[src/rtl/pfc_seq_pkg.sv]
package pfc_seq_pkg;
  typedef enum logic [2:0] {
    M_SLEEP = 3'd0,
    M_STBY  = 3'd1,
    M_SOFT  = 3'd2,
    M_RUN   = 3'd3,
    M_OVH   = 3'd4,
    M_ILIM  = 3'd5
  } mode_e;

  function automatic logic is_active(mode_e m);
    return (m == M_SOFT) || (m == M_RUN) || (m == M_OVH) || (m == M_ILIM);
  endfunction
endpackage

[src/rtl/pfc_cond_eval.sv]
module pfc_cond_eval (
  input  logic started,
  input  logic vcc_on,
  input  logic vcc_uv,
  input  logic en_sleep,
  input  logic bo_en,
  input  logic bo_run,
  input  logic fb_ok,
  output logic go_sleep,
  output logic go_stby
);
  logic supply_bad;
  logic brownout;

  // Threshold choice depends on whether the converter has started
  always_comb begin
    supply_bad = started ? vcc_uv  : !vcc_on;
    brownout   = started ? !bo_run : !bo_en;
    go_sleep   = en_sleep || supply_bad;
    go_stby    = !fb_ok || brownout;
  end
endmodule

[src/rtl/pfc_ss_timer.sv]
module pfc_ss_timer #(
  parameter int SS_CYCLES = 16
) (
  input  logic clk,
  input  logic rst,
  input  logic active,
  input  logic in_soft,
  input  logic in_run,
  output logic ss_last,
  output logic ss_done
);
  localparam int CW = (SS_CYCLES > 1) ? $clog2(SS_CYCLES) : 1;
  localparam logic [CW-1:0] LAST = CW'(SS_CYCLES - 1);

  logic [CW-1:0] cnt_q;
  logic          done_q;

  always_ff @(posedge clk) begin
    if (rst || !active) begin
      cnt_q  <= '0;
      done_q <= 1'b0;
    end else begin
      if (in_soft && cnt_q != LAST) cnt_q <= cnt_q + 1'b1;
      if (in_run) done_q <= 1'b1;
    end
  end

  assign ss_last = in_soft && (cnt_q == LAST);
  assign ss_done = done_q;

  p_cnt_bound_r7: assert property (@(posedge clk) disable iff (rst)
    cnt_q <= LAST);
  p_cnt_idle_r7: assert property (@(posedge clk) disable iff (rst)
    !in_soft && !in_run && !active |=> cnt_q == '0);
endmodule

[src/rtl/pfc_mode_fsm.sv]
module pfc_mode_fsm
  import pfc_seq_pkg::*;
(
  input  logic  clk,
  input  logic  rst,
  input  logic  go_sleep,
  input  logic  go_stby,
  input  logic  en_ovp,
  input  logic  en_ovp_rst,
  input  logic  comp_low,
  input  logic  ipk_trip,
  input  logic  ss_last,
  input  logic  ss_done,
  output mode_e st,
  output logic  drain,
  output logic  active
);
  mode_e st_q, st_d;
  logic  drain_q, drain_d;
  mode_e resume;

  assign resume = ss_done ? M_RUN : M_SOFT;

  always_comb begin
    st_d    = st_q;
    drain_d = drain_q;
    if (drain_q) begin
      if (go_sleep) st_d = M_SLEEP;         // upgrade target
      if (comp_low) drain_d = 1'b0;         // settle
    end else begin
      unique case (st_q)
        M_SLEEP: begin
          if (!go_sleep) st_d = (!go_stby && comp_low) ? M_SOFT : M_STBY;
        end
        M_STBY: begin
          if (go_sleep)                   st_d = M_SLEEP;
          else if (!go_stby && comp_low)  st_d = M_SOFT;
        end
        default: begin
          if (go_sleep) begin
            st_d = M_SLEEP; drain_d = 1'b1;
          end else if (go_stby) begin
            st_d = M_STBY;  drain_d = 1'b1;
          end else if (en_ovp) begin
            st_d = M_OVH;
          end else if (st_q == M_OVH) begin
            if (en_ovp_rst) st_d = ipk_trip ? M_ILIM : resume;
          end else if (ipk_trip) begin
            st_d = M_ILIM;
          end else if (st_q == M_ILIM) begin
            st_d = resume;
          end else if (st_q == M_SOFT && ss_last) begin
            st_d = M_RUN;
          end
        end
      endcase
    end
  end

  always_ff @(posedge clk) begin
    if (rst) begin
      st_q    <= M_SLEEP;
      drain_q <= 1'b0;
    end else begin
      st_q    <= st_d;
      drain_q <= drain_d;
    end
  end

  assign st     = st_q;
  assign drain  = drain_q;
  assign active = is_active(st_q) && !drain_q;

  p_reset_r1: assert property (@(posedge clk) disable iff (rst)
    $past(rst) |-> (st_q == M_SLEEP && !drain_q));
  p_ovh_hold_r8: assert property (@(posedge clk) disable iff (rst)
    (active && st_q == M_OVH && !en_ovp_rst && !go_sleep && !go_stby) |=> st_q == M_OVH);
  p_drain_target_r6: assert property (@(posedge clk) disable iff (rst)
    drain_q |-> (st_q == M_SLEEP || st_q == M_STBY));
  p_sleep_first_r11: assert property (@(posedge clk) disable iff (rst)
    (active && go_sleep) |=> (st_q == M_SLEEP && drain_q));
endmodule

[src/rtl/pfc_out_dec.sv]
module pfc_out_dec
  import pfc_seq_pkg::*;
(
  input  logic       clk,
  input  logic       rst,
  input  mode_e      st,
  input  logic       drain,
  input  logic       active,
  input  logic       en_ovp,
  input  logic       ipk_trip,
  output logic       gate_en,
  output logic       comp_dis,
  output logic       bias_en,
  output logic [2:0] mode
);
  logic switching;

  always_comb begin
    switching = active && (st == M_SOFT || st == M_RUN);
    gate_en   = switching && !en_ovp && !ipk_trip;   // immediate block
    comp_dis  = drain;
    bias_en   = drain || (st != M_SLEEP);
    mode      = st;
  end

  p_gate_fault_r10: assert property (@(posedge clk) disable iff (rst)
    gate_en |-> (!en_ovp && !ipk_trip));
  p_gate_mode_r12: assert property (@(posedge clk) disable iff (rst)
    gate_en |-> ((mode == 3'd2 || mode == 3'd3) && !comp_dis));
  p_drain_bias_r6: assert property (@(posedge clk) disable iff (rst)
    comp_dis |-> (bias_en && !gate_en));
  p_sleep_bias_r2: assert property (@(posedge clk) disable iff (rst)
    (mode == 3'd0 && !comp_dis) |-> !bias_en);
endmodule

[src/rtl/pfc_mode_seq.sv]
module pfc_mode_seq
  import pfc_seq_pkg::*;
#(
  parameter int SS_CYCLES = 16
) (
  input  logic       clk,
  input  logic       rst,
  input  logic       vcc_on,
  input  logic       vcc_uv,
  input  logic       en_sleep,
  input  logic       en_ovp,
  input  logic       en_ovp_rst,
  input  logic       bo_en,
  input  logic       bo_run,
  input  logic       fb_ok,
  input  logic       comp_low,
  input  logic       ipk_trip,
  output logic       gate_en,
  output logic       comp_dis,
  output logic       bias_en,
  output logic [2:0] mode
);
  mode_e st;
  logic  drain, active, started;
  logic  go_sleep, go_stby;
  logic  ss_last, ss_done;

  assign started = active || drain;

  pfc_cond_eval u_eval (
    .started (started),
    .vcc_on  (vcc_on),
    .vcc_uv  (vcc_uv),
    .en_sleep(en_sleep),
    .bo_en   (bo_en),
    .bo_run  (bo_run),
    .fb_ok   (fb_ok),
    .go_sleep(go_sleep),
    .go_stby (go_stby)
  );

  pfc_ss_timer #(.SS_CYCLES(SS_CYCLES)) u_ss (
    .clk    (clk),
    .rst    (rst),
    .active (active),
    .in_soft(active && st == M_SOFT),
    .in_run (active && st == M_RUN),
    .ss_last(ss_last),
    .ss_done(ss_done)
  );

  pfc_mode_fsm u_fsm (
    .clk       (clk),
    .rst       (rst),
    .go_sleep  (go_sleep),
    .go_stby   (go_stby),
    .en_ovp    (en_ovp),
    .en_ovp_rst(en_ovp_rst),
    .comp_low  (comp_low),
    .ipk_trip  (ipk_trip),
    .ss_last   (ss_last),
    .ss_done   (ss_done),
    .st        (st),
    .drain     (drain),
    .active    (active)
  );

  pfc_out_dec u_out (
    .clk     (clk),
    .rst     (rst),
    .st      (st),
    .drain   (drain),
    .active  (active),
    .en_ovp  (en_ovp),
    .ipk_trip(ipk_trip),
    .gate_en (gate_en),
    .comp_dis(comp_dis),
    .bias_en (bias_en),
    .mode    (mode)
  );
endmodule

[config.mk]
export PLATFORM = sky130hd
export DESIGN_NAME = pfc_mode_seq
export DESIGN_NICKNAME = d
export VERILOG_FILES = /design/src/rtl/pfc_seq_pkg.sv /design/src/rtl/pfc_cond_eval.sv /design/src/rtl/pfc_ss_timer.sv /design/src/rtl/pfc_mode_fsm.sv /design/src/rtl/pfc_out_dec.sv /design/src/rtl/pfc_mode_seq.sv
export SDC_FILE = /design/constraint.sdc
export NUM_CORES = 1
export LEC_CHECK = 0
export BUFFER_PORTS_ARGS = -buffer_cell sky130_fd_sc_hd__buf_2
export CORE_MARGIN = 3
export CORE_UTILIZATION = 50
export CTS_BUF_LIST = sky130_fd_sc_hd__clkbuf_4 sky130_fd_sc_hd__clkbuf_8 sky130_fd_sc_hd__clkbuf_16
export DETAILED_ROUTE_END_ITERATION = 6
export PLACE_DENSITY = 0.86
export RECOVER_POWER = 100
export SETUP_SLACK_MARGIN = 0.4
export SYNTH_ARGS = -nofsm -noshare
export SYNTH_HDL_FRONTEND = slang
export SYNTH_SLANG_ARGS = --single-unit
[constraint.sdc]
create_clock -name clk -period 2 [get_ports clk]
set_input_delay 0.1 -clock clk [delete_from_list [all_inputs] [get_ports clk]]
set_output_delay 0.1 -clock clk [all_outputs]
set_load 0.02 [all_outputs]
==> out/qor.yml, run 1 <==
status:
  run_status: "finished clean"
synthesis:
  postSynth.topFlopCell: "sky130_fd_sc_hd__dfxtp_1"
  yosysWarningCount: 0
  ys_async_sr_fraction_pct: 0
  netlist-cell-type-count: 35
  post_synth.cell_area_avg_um2: 8.51
  net_count_after_synthesis: 93
  synth_enable_flop_cells: 0
  post_synthesis_cell_count: 80
  synth.cell_area_um2: 681
  yosys_register_bits: 9
  synth_sequential_area_ratio_pct: 26.5
pwr:
  finalPower_mw: 0.887
  peakVddDrop_mv: 0.685
  power_density_mw_per_mm2: 1050
  power_leakage_nw: 0.323
floorplanning:
  chipWidth_um: 42.9
  fp.dieH_um: 42.9
  initial_utilization_pct: 57.4
  io_pins: 18
  design.die.area_mm2: 0.00184
  placementRows: 12
  core_area_mm2: 0.00119
global_route:
  gr-total-overflow: 0
  grt_first_pass_wirelength_um: 2840
  global_route.usage.total_pct: 20.5
  grt_pass1_vias: 636
  grt_antenna_before_repair: 0
  grt_start_max_net_pins: 12
sta:
  drv_slew: 0
  hold-worst-slack_ns: 0.0471
  achievable-frequency_mhz: 546
  post-route-min-period_ns: 1.83
  max-slew-margin-rel_pct: 73.3
  clock_skew_ns: 0.00651
  worst_pin_slew_ns: 0.395
  finalSetupViolCount: 0
  rsz0062_at_grt: "yes"
  final_hold_viol_count: 0
  finalCritPeriodShare_pct: 91.5
  timing.setup.tns_ns: 0
clock_network:
  cts_tree: "built"
  clk_latency_ns: 0.28
  path_clk_slew_ns: 0.06
  cts_max_level: 1
  clk_root_buffer_cell: "sky130_fd_sc_hd__clkbuf_4"
  clock_tree.buffer_depth: 2
  cts_num_sinks: 9
  cts_inserted_buffers: 3
worst_setup_path:
  critical_path.reg2reg.startpoint: "u_fsm.st[1]"
  cp_data_arrival_time_ns: 1.99
  worstSetupPathType: "flop to flop"
  termination_of_the_worst_setup_path: "u_fsm.st[1]"
  rr_worst_depth: 6
  timing.critical_path.cells: "xnor2_4 -> nand2b_4 -> a211o_1 -> a2111o_1 -> a21oi_1 -> a211oi_2"
  r2r-end: "u_fsm.st[1]"
  critical_path_peak_fanout: 4
  critical_path.startpoint_type: "flop"
  critical-path-max-stage-delay_ns: 0.45
  critPathRequiredTime_ns: 2.16
  timing.critical_path.slowest_stage_cell: "sky130_fd_sc_hd__dfxtp_1"
  reg2reg_slack_ns: 0.17
  timing.critical_path.from: "u_fsm.st[1]"
  worst_setup_path_end_kind: "flop"
layout:
  final_net_count: 118
  post-route-cell-area_um2: 842
  insertedDiodeCount: 0
  multi_input_comb_area_um2: 482
  layout.area.seq_um2: 184
  mostFrequentLayoutCell: "sky130_fd_sc_hd__buf_2"
  area_growth_syn_to_layout_pct: 23.7
  mostFrequentLayoutCells: "sky130_fd_sc_hd__buf_2 (12), sky130_fd_sc_hd__nand2_1 (9), sky130_fd_sc_hd__dfxtp_1 (8), sky130_fd_sc_hd__nor2_1 (7), sky130_fd_sc_hd__clkbuf_1 (6)"
  fillCellCount: 101
  fraction_of_layout_cells_with_a_size_suffix_above_1_pct: 28.8
drt:
  drtPass1Iterations: 5
  detail_route.iter0.violations: 36
  wirelength_um: 1750
  num_vias: 719
  post_detailed_route_via_to_cell_ratio: 6.09
  wl_per_cell_um: 14.8
  route.detailed.drc: 0
  ant_nets: 0
placed_design:
  placed_cell_area_um2: 806
  dp.final_hpwl_um: 1340
  numPortBuffers: 17
  gp_congestion: 0.909
worst_hold_path:
  hold_path_class: "input pin to flop"
job:
  number_of_violations_of_the_max_capacitance_limit: 0
where the power goes:
group	internal, mW	total (mW)	switching [mW]
combinational	0.226	0.520	0.294
clock	0.0742	0.147	0.0731
sequential	0.199	0.220	0.0210
total	0.499	0.887	0.388
worst max-delay path, delay by kind of cell, from the launching register on:
kind	cells	cell delay, ns
DFF	1	0.45
and+or+nand+nor	1	0.11
AOI/OAI and AO/OA	4	0.99
xor gates and xnor gates	1	0.17
state kept, by name (all words and copies together) (netlist names):
register / flops
u_fsm.drain: 1
u_ss.cnt_q: 4
u_ss.ss_done: 1
u_fsm.st: 3
stage by stage:
stage | util (%) | setup WS [ns] | std cells
after floorplan | - | 0.158 | 80
after global placement | 67.9 | 0.221 | 112
after detailed placement | 67.9 | 0.150 | 112
after CTS | 72.3 | 0.198 | 118
after global routing | 71.0 | 0.0812 | 118
final | 71.0 | 0.170 | 118
synthesized netlist by cell type, drive strengths merged (2+ instances only):
cell type / count / area share, %
dfxtp: 9 / 26
nand2: 9 / 5.0
nor2: 7 / 3.9
a21oi: 5 / 3.7
or3: 5 / 4.6
mux2i: 4 / 6.4
nand3: 4 / 2.9
nor3: 4 / 2.9
buf: 3 / 3.9
inv: 3 / 1.7
nand2b: 3 / 3.1
a211o: 2 / 2.6
a211oi: 2 / 4.8
a31oi: 2 / 1.8
and3: 2 / 2.8
o21ai: 2 / 1.5
routing by layer:
layer / GRT usage (%) / share of wire [%] / wire [um]
met1: 26.7 / 44 / 774
met2: 31.4 / 44 / 767
met3: 4.66 / 9.4 / 165
met4: 9.94 / 2.3 / 40
met5: 0 / 0 / 0
how the worst min path moves through the flow:
stage	start	to	slack [ns]	cells after the start
3_5_place_dp	rst	u_fsm.st[1]	0.32	2
5_1_grt	rst	u_fsm.st[1]	0.08	2
6_report	rst	u_fsm.st[1]	0.05	2
4_1_cts	rst	u_fsm.st[1]	0.04	2
2_1_floorplan	rst	u_fsm.st[1]	0.16	1
3_3_place_gp	rst	u_fsm.st[1]	0.31	2
layout make-up:
class	count	share of cell area [%]
Clock buffer	3	2.67
Clock inverter	1	0.594
Inverter	3	1.34
Multi-Input combinational cell	65	57.2
Sequential cell	9	21.8
Tap cell	14	2.08
Timing Repair Buffer	23	14.3
logic make-up (layout without fill, tap and decap cells):
logic type               count (synthesis)  after routing  synth area share, %
AO/OA/AOI/OAI                           18             18                 21.7
XOR/XNOR                                 2              2                 5.33
adder cells (fa/ha/maj)                  1              1                 1.84
buffers and inverters                    6             30                 5.51
flip-flops                               9              9                 26.5
multiplexers                             4              4                 6.43
AND/OR/NAND/NOR                         40             40                 32.7
repair_timing:
item,CTS,global route
endpoints found under the hold margin,0,0
pin swaps,3,4
setup endpoints to repair,4,5
buffers inserted,2,0
resized for setup,1,1
hold buffers,0,0
Note: power is estimated with default switching activity, not from simulation.
==> run 2: changes to the inputs <==
Settings changed: CORE_UTILIZATION 50 to 35, PLACE_DENSITY 0.86 to 0.67.
==> run 2 against run 1 <==
Critical path depth is 1 lower. Hold slack better by 0.024 ns. Register-to-register slack better by 0.03 ns. Design area is 5.2% higher. Clock skew is 0.00066 ns lower. Wire length is 3.3% higher. Non-clock buffer count is 3 higher. Utilization is 21 points lower. Clock-buffer cell count stayed put. Highest routed layer unchanged. Sequential cell count stayed put. Largest power group unchanged.
==> out/qor.yml, run 2 (synthesis gave the netlist of run 1 again) <==
sta:
  final_hold_viol_count: 0  # unchanged
  finalCritPeriodShare_pct: 90.0  # was 91.5%
  setup_slack_ns: 0.200  # was 0.170 ns
  rsz0062_at_grt: "yes"  # unchanged
  worst_pin_slew_ns: 0.394  # was 0.395 ns
  achievable-frequency_mhz: 555  # was 546 MHz
  clock_skew_ns: 0.00586  # was 0.00651 ns
  finalSetupViolCount: 0  # unchanged
  max-slew-margin-rel_pct: 73.7  # was 73.3%
  post-route-min-period_ns: 1.80  # was 1.83 ns
  timing.setup.tns_ns: 0  # unchanged
  drv_slew: 0  # unchanged
worst_setup_path:
  timing.critical_path.cells: "or3_1 -> or4_1 -> a32o_1 -> and3_4 -> a211oi_2"  # was xnor2_4 -> nand2b_4 -> a211o_1 -> a2111o_1 -> a21oi_1 -> a211oi_2
  critical_path_peak_fanout: 4  # unchanged
  worst_setup_path_end_kind: "flop"  # unchanged
  rr_worst_depth: 5  # was 6
  reg2reg_slack_ns: 0.20  # was 0.17 ns
  critical_path.startpoint_type: "flop"  # unchanged
  buffers_plus_inverters_on_the_worst_setup_path: 0  # unchanged
  timing.critical_path.slowest_stage_cell: "sky130_fd_sc_hd__or4_1"  # was sky130_fd_sc_hd__dfxtp_1
  worstSetupPathType: "flop to flop"  # unchanged
  critPathRequiredTime_ns: 2.18  # was 2.16 ns
  cp_data_arrival_time_ns: 1.98  # was 1.99 ns
  critical-path-max-stage-delay_ns: 0.40  # was 0.45 ns
  critical_path.reg2reg.startpoint: "u_fsm.st[1]"  # unchanged
  r2r-end: "u_fsm.st[1]"  # unchanged
  timing.critical_path.max_delay_family: "simple AND/OR/NAND/NOR gates"  # was compound AO/OA/AOI/OAI gates
clock_network:
  cts_max_level: 1  # unchanged
  clk_root_buffer_cell: "sky130_fd_sc_hd__clkbuf_4"  # unchanged
  cts_num_sinks: 9  # unchanged
  clk_latency_ns: 0.26  # was 0.28 ns
  cts_hold_repair.buffers: 0  # unchanged
  clock_tree.buffer_depth: 2  # unchanged
  cts_inserted_buffers: 3  # unchanged
  cts_tree: "built"  # unchanged
  path_clk_slew_ns: 0.07  # was 0.06 ns
worst_hold_path:
  holdCritStartpoint: "rst"  # unchanged
  hold_path_class: "input pin to flop"  # unchanged
  hold_path_end: "u_fsm.drain"  # was u_fsm.st[1]
  holdPathStages: 2  # unchanged
placed_design:
  numPortBuffers: 17  # unchanged
  gp_congestion: 0.813  # was 0.909
  dp.final_hpwl_um: 1280  # was 1340 um
  dp_slack_ns: 0.149  # was 0.150 ns
layout:
  fraction_of_layout_cells_with_a_size_suffix_above_1_pct: 36.4  # was 28.8%
  final_net_count: 121  # was 118
  insertedDiodeCount: 0  # unchanged
  mostFrequentLayoutCells: "sky130_fd_sc_hd__buf_2 (14), sky130_fd_sc_hd__nand2_1 (9), sky130_fd_sc_hd__nor2_1 (7), sky130_fd_sc_hd__buf_4 (7), sky130_fd_sc_hd__dfxtp_1 (6)"  # was sky130_fd_sc_hd__buf_2 (12), sky130_fd_sc_hd__nand2_1 (9), sky130_fd_sc_hd__dfxtp_1 (8), sky130_fd_sc_hd__nor2_1 (7), sky130_fd_sc_hd__clkbuf_1 (6)
  largest_register: "u_ss.cnt_q"  # unchanged
  number_of_flip_flops_under_the_largest_register_name: 4  # unchanged
  area_growth_syn_to_layout_pct: 30.1  # was 23.7%
  mostFrequentLayoutCell: "sky130_fd_sc_hd__buf_2"  # unchanged
drt:
  post_detailed_route_via_to_cell_ratio: 5.55  # was 6.09
  detail_route.iter0.violations: 46  # was 36
  num_vias: 733  # was 719
  ant_nets: 0  # unchanged
  drtPass1Iterations: 4  # was 5
  wl_per_cell_um: 13.7  # was 14.8 um
  route.detailed.drc: 0  # unchanged
  wirelength_um: 1800  # was 1750 um
global_route:
  grt_pass1_vias: 634  # was 636
  global_route.usage.total_pct: 15.1  # was 20.5%
  gr-total-overflow: 0  # unchanged
  grt_first_pass_wirelength_um: 2890  # was 2840 um
  grt_start_max_net_pins: 12  # unchanged
  grt_antenna_before_repair: 0  # unchanged
job:
  number_of_violations_of_the_max_capacitance_limit: 0  # unchanged
pwr:
  power_leakage_nw: 0.345  # was 0.323 nW
  p_int_mw: 0.521  # was 0.499 mW
  peakVddDrop_mv: 0.478  # was 0.685 mV
  part_of_the_power_in_registers_pct: 24.8  # about the same
  switching_share_pct: 43.0  # was 43.7%
  share_comb_of_total_power_pct: 59.8  # was 58.6%
  clock_share_of_power_pct: 15.4  # was 16.6%
  finalPower_mw: 0.914  # was 0.887 mW
  power_density_mw_per_mm2: 1030  # was 1050 mW/mm2
  switchingPower_mw: 0.393  # was 0.388 mW
floorplanning:
  placementRows: 15  # was 12
  design.die.area_mm2: 0.00251  # was 0.00184 mm2
  chipWidth_um: 50.1  # was 42.9 um
  initial_utilization_pct: 38.2  # was 57.4%
  io_pins: 18  # unchanged
  core_area_mm2: 0.00178  # was 0.00119 mm2
  fp.dieH_um: 50.1  # was 42.9 um
status:
  run_status: "finished clean"  # unchanged
==> run 2: cell types whose count changed in the layout (fill, tap and decap cells not counted), moves of 2 or more <==
cell	delta
sky130_fd_sc_hd__buf_4	+2
sky130_fd_sc_hd__a21oi_1	-2
sky130_fd_sc_hd__dfxtp_1	-2
sky130_fd_sc_hd__buf_2	+2
sky130_fd_sc_hd__a21oi_2	+2
==> run 2: power by group through the flow <==
| stage | sequential [mW] | clock [mW] | combinational, mW |
|---|---|---|---|
| floorplan | 0.248 | 0 | 0.362 |
| global placement | 0.246 | 0 | 0.460 |
| detailed placement | 0.248 | 0 | 0.465 |
| CTS | 0.229 | 0.150 | 0.538 |
| global route | 0.229 | 0.160 | 0.592 |
| finish | 0.227 | 0.141 | 0.547 |
==> run 2: repair_timing <==
item	4_1_cts	5_1_grt
buffers inserted	4	3
endpoints found under the setup margin	4	5
pin swaps	2	4
hold endpoints to repair	0	0
gates resized for setup	4	3
==> run 2: worst reg2reg max path, cell delays in order, from the launching register on <==
cell                       delay (ns)
sky130_fd_sc_hd__dfxtp_2         0.36
sky130_fd_sc_hd__or3_1           0.34
sky130_fd_sc_hd__or4_1           0.40
sky130_fd_sc_hd__a32o_1          0.28
sky130_fd_sc_hd__and3_4          0.18
sky130_fd_sc_hd__a211oi_2        0.16
==> run 2: metal layers <==
layer  GRT usage, %  routed length (um)  vias up
met5              0                   0        -
met4           6.91                  23        0
met3           3.93                 193        4
met2           22.8                 762       45
met1           19.9                 825      331
li1               -                   -      353
==> run 2: final cells by class <==
class	instances	area, um2
Fill cell	181	897
Multi-Input combinational cell	65	485
Sequential cell	9	189
Timing Repair Buffer	26	141
Tap cell	25	31.3
Clock buffer	3	22.5
Inverter	3	11.3
Clock inverter	1	5.00
==> run 2: worst max path at each step <==
stage | startpoint | end | slack [ns] | cells after the start
after floorplan | u_fsm.st[1] | u_fsm.st[1] | 0.16 | 6
after global placement | u_fsm.st[0] | u_fsm.st[1] | 0.16 | 5
after detailed placement | u_fsm.st[0] | u_fsm.st[1] | 0.15 | 5
after CTS | u_fsm.st[1] | u_fsm.st[1] | 0.21 | 5
after global routing | u_fsm.st[2] | u_fsm.st[2] | 0.10 | 6
final | u_fsm.st[1] | u_fsm.st[1] | 0.20 | 5
==> run 2: metrics by stage <==
stage	util, %	hold slack [ns]	instance area (um2)	std cells
2_1_floorplan	-	0.155	703	80
4_1_cts	49.2	0.0477	877	129
6_report	49.7	0.0713	886	132
5_1_grt	49.7	0.0580	886	132
3_3_place_gp	45.1	0.329	805	121
3_5_place_dp	45.1	0.324	805	121
==> run 3: changes to the inputs <==
Settings changed: PLACE_DENSITY 0.67 to 0.69, REMOVE_ABC_BUFFERS set to 1.
==> run 3 against run 2 <==
Combinational power is 3% lower. Die area stayed put. Wire length is 3.6% higher. Largest power group unchanged.
==> out/qor.yml, run 3 (synthesis gave the netlist of run 1 again) <==
pwr:
  part_of_the_power_in_registers_pct: 24.7  # was 24.8%
  finalPower_mw: 0.903  # was 0.914 mW
  power_density_mw_per_mm2: 1040  # was 1030 mW/mm2
  clock_share_of_power_pct: 16.7  # was 15.4%
  power_leakage_nw: 0.337  # was 0.345 nW
  switchingPower_mw: 0.394  # was 0.393 mW
  peakVddDrop_mv: 0.406  # was 0.478 mV
  share_comb_of_total_power_pct: 58.7  # was 59.8%
  p_int_mw: 0.509  # was 0.521 mW
  switching_share_pct: 43.6  # was 43.0%
clock_network:
  clock_tree.buffer_depth: 2  # unchanged
  cts_max_level: 1  # unchanged
  cts_inserted_buffers: 3  # unchanged
  cts_tree: "built"  # unchanged
  cts_num_sinks: 9  # unchanged
  clk_root_buffer_cell: "sky130_fd_sc_hd__clkbuf_4"  # unchanged
  cts_hold_repair.buffers: 0  # unchanged
  path_clk_slew_ns: 0.07  # about the same
  clk_latency_ns: 0.27  # was 0.26 ns
drt:
  routed-wl-met2_um: 915  # was 762 um
  num_vias: 707  # was 733
  detail_route.wirelength.met1_um: 771  # was 825 um
  top_layer: "met4"  # unchanged
  detail_route.iter0.violations: 16  # was 46
  wire_length_on_met3_um: 164  # was 193 um
  ant_nets: 0  # unchanged
  post_detailed_route_via_to_cell_ratio: 5.40  # was 5.55
  wirelength_um: 1870  # was 1800 um
  route.detailed.drc: 0  # unchanged
  drtPass1Iterations: 6  # was 4
  wl_per_cell_um: 14.3  # was 13.7 um
floorplanning:
  design.die.area_mm2: 0.00251  # unchanged
  fp.dieH_um: 50.1  # unchanged
  initial_utilization_pct: 38.2  # unchanged
  chipWidth_um: 50.1  # unchanged
  core_area_mm2: 0.00178  # unchanged
  placementRows: 15  # unchanged
  io_pins: 18  # unchanged
worst_setup_path:
  timing.critical_path.max_delay_family: "simple AND/OR/NAND/NOR gates"  # unchanged
  r2r-end: "u_fsm.st[1]"  # unchanged
  critical_path.reg2reg.startpoint: "u_fsm.st[1]"  # unchanged
  worst_setup_path_end_kind: "flop"  # unchanged
  cp_data_arrival_time_ns: 2.08  # was 1.98 ns
  critical-path-max-stage-delay_ns: 0.42  # was 0.40 ns
  critical_path_peak_fanout: 4  # unchanged
  reg2reg_slack_ns: 0.1  # was 0.20 ns
  critical_path.startpoint_type: "flop"  # unchanged
  critPathRequiredTime_ns: 2.18  # about the same
  timing.critical_path.slowest_stage_cell: "sky130_fd_sc_hd__or4_4"  # was sky130_fd_sc_hd__or4_1
  worstSetupPathType: "flop to flop"  # unchanged
  timing.critical_path.cells: "or3_1 -> or4_4 -> a32o_1 -> and3_4 -> a211oi_2"  # was or3_1 -> or4_1 -> a32o_1 -> and3_4 -> a211oi_2
  buffers_plus_inverters_on_the_worst_setup_path: 0  # unchanged
  rr_worst_depth: 5  # unchanged
global_route:
  grt_first_pass_wirelength_um: 3060  # was 2890 um
  grt_start_max_net_pins: 12  # unchanged
  gr-total-overflow: 0  # unchanged
  grt_antenna_before_repair: 0  # unchanged
  grt_pass1_vias: 676  # was 634
  global_route.usage.total_pct: 15.9  # was 15.1%
layout:
  number_of_flip_flops_under_the_largest_register_name: 4  # unchanged
  post-route-util_pct: 48.9  # was 49.7%
  mostFrequentLayoutCell: "sky130_fd_sc_hd__buf_2"  # unchanged
  post-route-cell-area_um2: 872  # was 886 um2
  final_net_count: 120  # was 121
  mostFrequentLayoutCells: "sky130_fd_sc_hd__buf_2 (12), sky130_fd_sc_hd__nand2_1 (9), sky130_fd_sc_hd__buf_4 (8), sky130_fd_sc_hd__nor2_1 (7), sky130_fd_sc_hd__dfxtp_1 (7)"  # was sky130_fd_sc_hd__buf_2 (14), sky130_fd_sc_hd__nand2_1 (9), sky130_fd_sc_hd__nor2_1 (7), sky130_fd_sc_hd__buf_4 (7), sky130_fd_sc_hd__dfxtp_1 (6)
  largest_register: "u_ss.cnt_q"  # unchanged
  fillCellCount: 181  # unchanged
  fraction_of_layout_cells_with_a_size_suffix_above_1_pct: 33.0  # was 36.4%
  insertedDiodeCount: 0  # unchanged
  final_cell_count_no_fill: 131  # was 132
  area_growth_syn_to_layout_pct: 28.1  # was 30.1%
placed_design:
  placedCellCount: 124  # was 121
  numPortBuffers: 17  # unchanged
  dp_slack_ns: 0.0134  # was 0.149 ns
  placed_cell_area_um2: 808  # was 805 um2
  gp_congestion: 0.825  # was 0.813
  dp.final_hpwl_um: 1360  # was 1280 um
sta:
  finalCritPeriodShare_pct: 95.2  # was 90.0%
  final_hold_viol_count: 0  # unchanged
  worst_pin_slew_ns: 0.444  # was 0.394 ns
  drv_slew: 0  # unchanged
  post-route-min-period_ns: 1.90  # was 1.80 ns
  hold-worst-slack_ns: 0.0527  # was 0.0713 ns
  finalSetupViolCount: 0  # unchanged
  timing.setup.tns_ns: 0  # unchanged
  max-slew-margin-rel_pct: 70.3  # was 73.7%
  setup_slack_ns: 0.0970  # was 0.200 ns
  rsz0062_at_grt: "yes"  # unchanged
  achievable-frequency_mhz: 525  # was 555 MHz
  clock_skew_ns: 0.00273  # was 0.00586 ns
job:
  number_of_violations_of_the_max_capacitance_limit: 0  # unchanged
worst_hold_path:
  hold_path_end: "u_fsm.st[1]"  # was u_fsm.drain
  hold_path_class: "input pin to flop"  # unchanged
  holdPathStages: 2  # unchanged
  holdCritStartpoint: "rst"  # unchanged
status:
  run_status: "finished clean"  # unchanged
## run 3: cell count changes in the layout (fill, tap and decap cells not counted), sizes merged
cell,delta
buf,-1
## run 3: how the worst max path moves through the flow
| stage | start | cells after the start | slack (ns) | endpoint |
|---|---|---|---|---|
| after CTS | u_fsm.st[1] | 5 | 0.14 | u_fsm.st[1] |
| after floorplan | u_fsm.st[1] | 6 | 0.02 | u_fsm.st[1] |
| after global routing | u_fsm.st[1] | 5 | 0.07 | u_fsm.st[1] |
| after detailed placement | u_fsm.st[1] | 6 | 0.01 | u_fsm.st[1] |
| after global placement | u_fsm.st[2] | 6 | 0.09 | u_fsm.st[1] |
| final | u_fsm.st[1] | 5 | 0.1 | u_fsm.st[1] |
## run 3: repair_timing
item / in CTS / in global routing
pin swaps: 3 / 3
resized for setup: 6 / 4
gates cloned: 0 / 0
setup buffers: 3 / 0
endpoints found under the setup margin: 5 / 6
## run 3: final cells by class
type	instances	area [um2]	area share, %
Clock inverter	1	5.00	0.574
Multi-Input combinational cell	65	475	54.5
Clock buffer	3	22.5	2.58
Inverter	3	11.3	1.29
Tap cell	25	31.3	3.59
Timing Repair Buffer	25	139	15.9
Sequential cell	9	188	21.5
## run 3: power by group through the flow
stage	Sequential, mW	Clock, mW	Combinational (mW)
floorplan	0.270	0	0.302
global placement	0.223	0	0.484
detailed placement	0.224	0	0.493
CTS	0.220	0.153	0.537
global route	0.225	0.165	0.572
finish	0.223	0.151	0.530
## run 3: routing by layer
metal | track usage (%) | vias to the layer above
met1 | 18.5 | 326
li1 | - | 350
met2 | 26.3 | 29
met4 | 4.15 | 0
met5 | 0 | -
met3 | 6.65 | 2
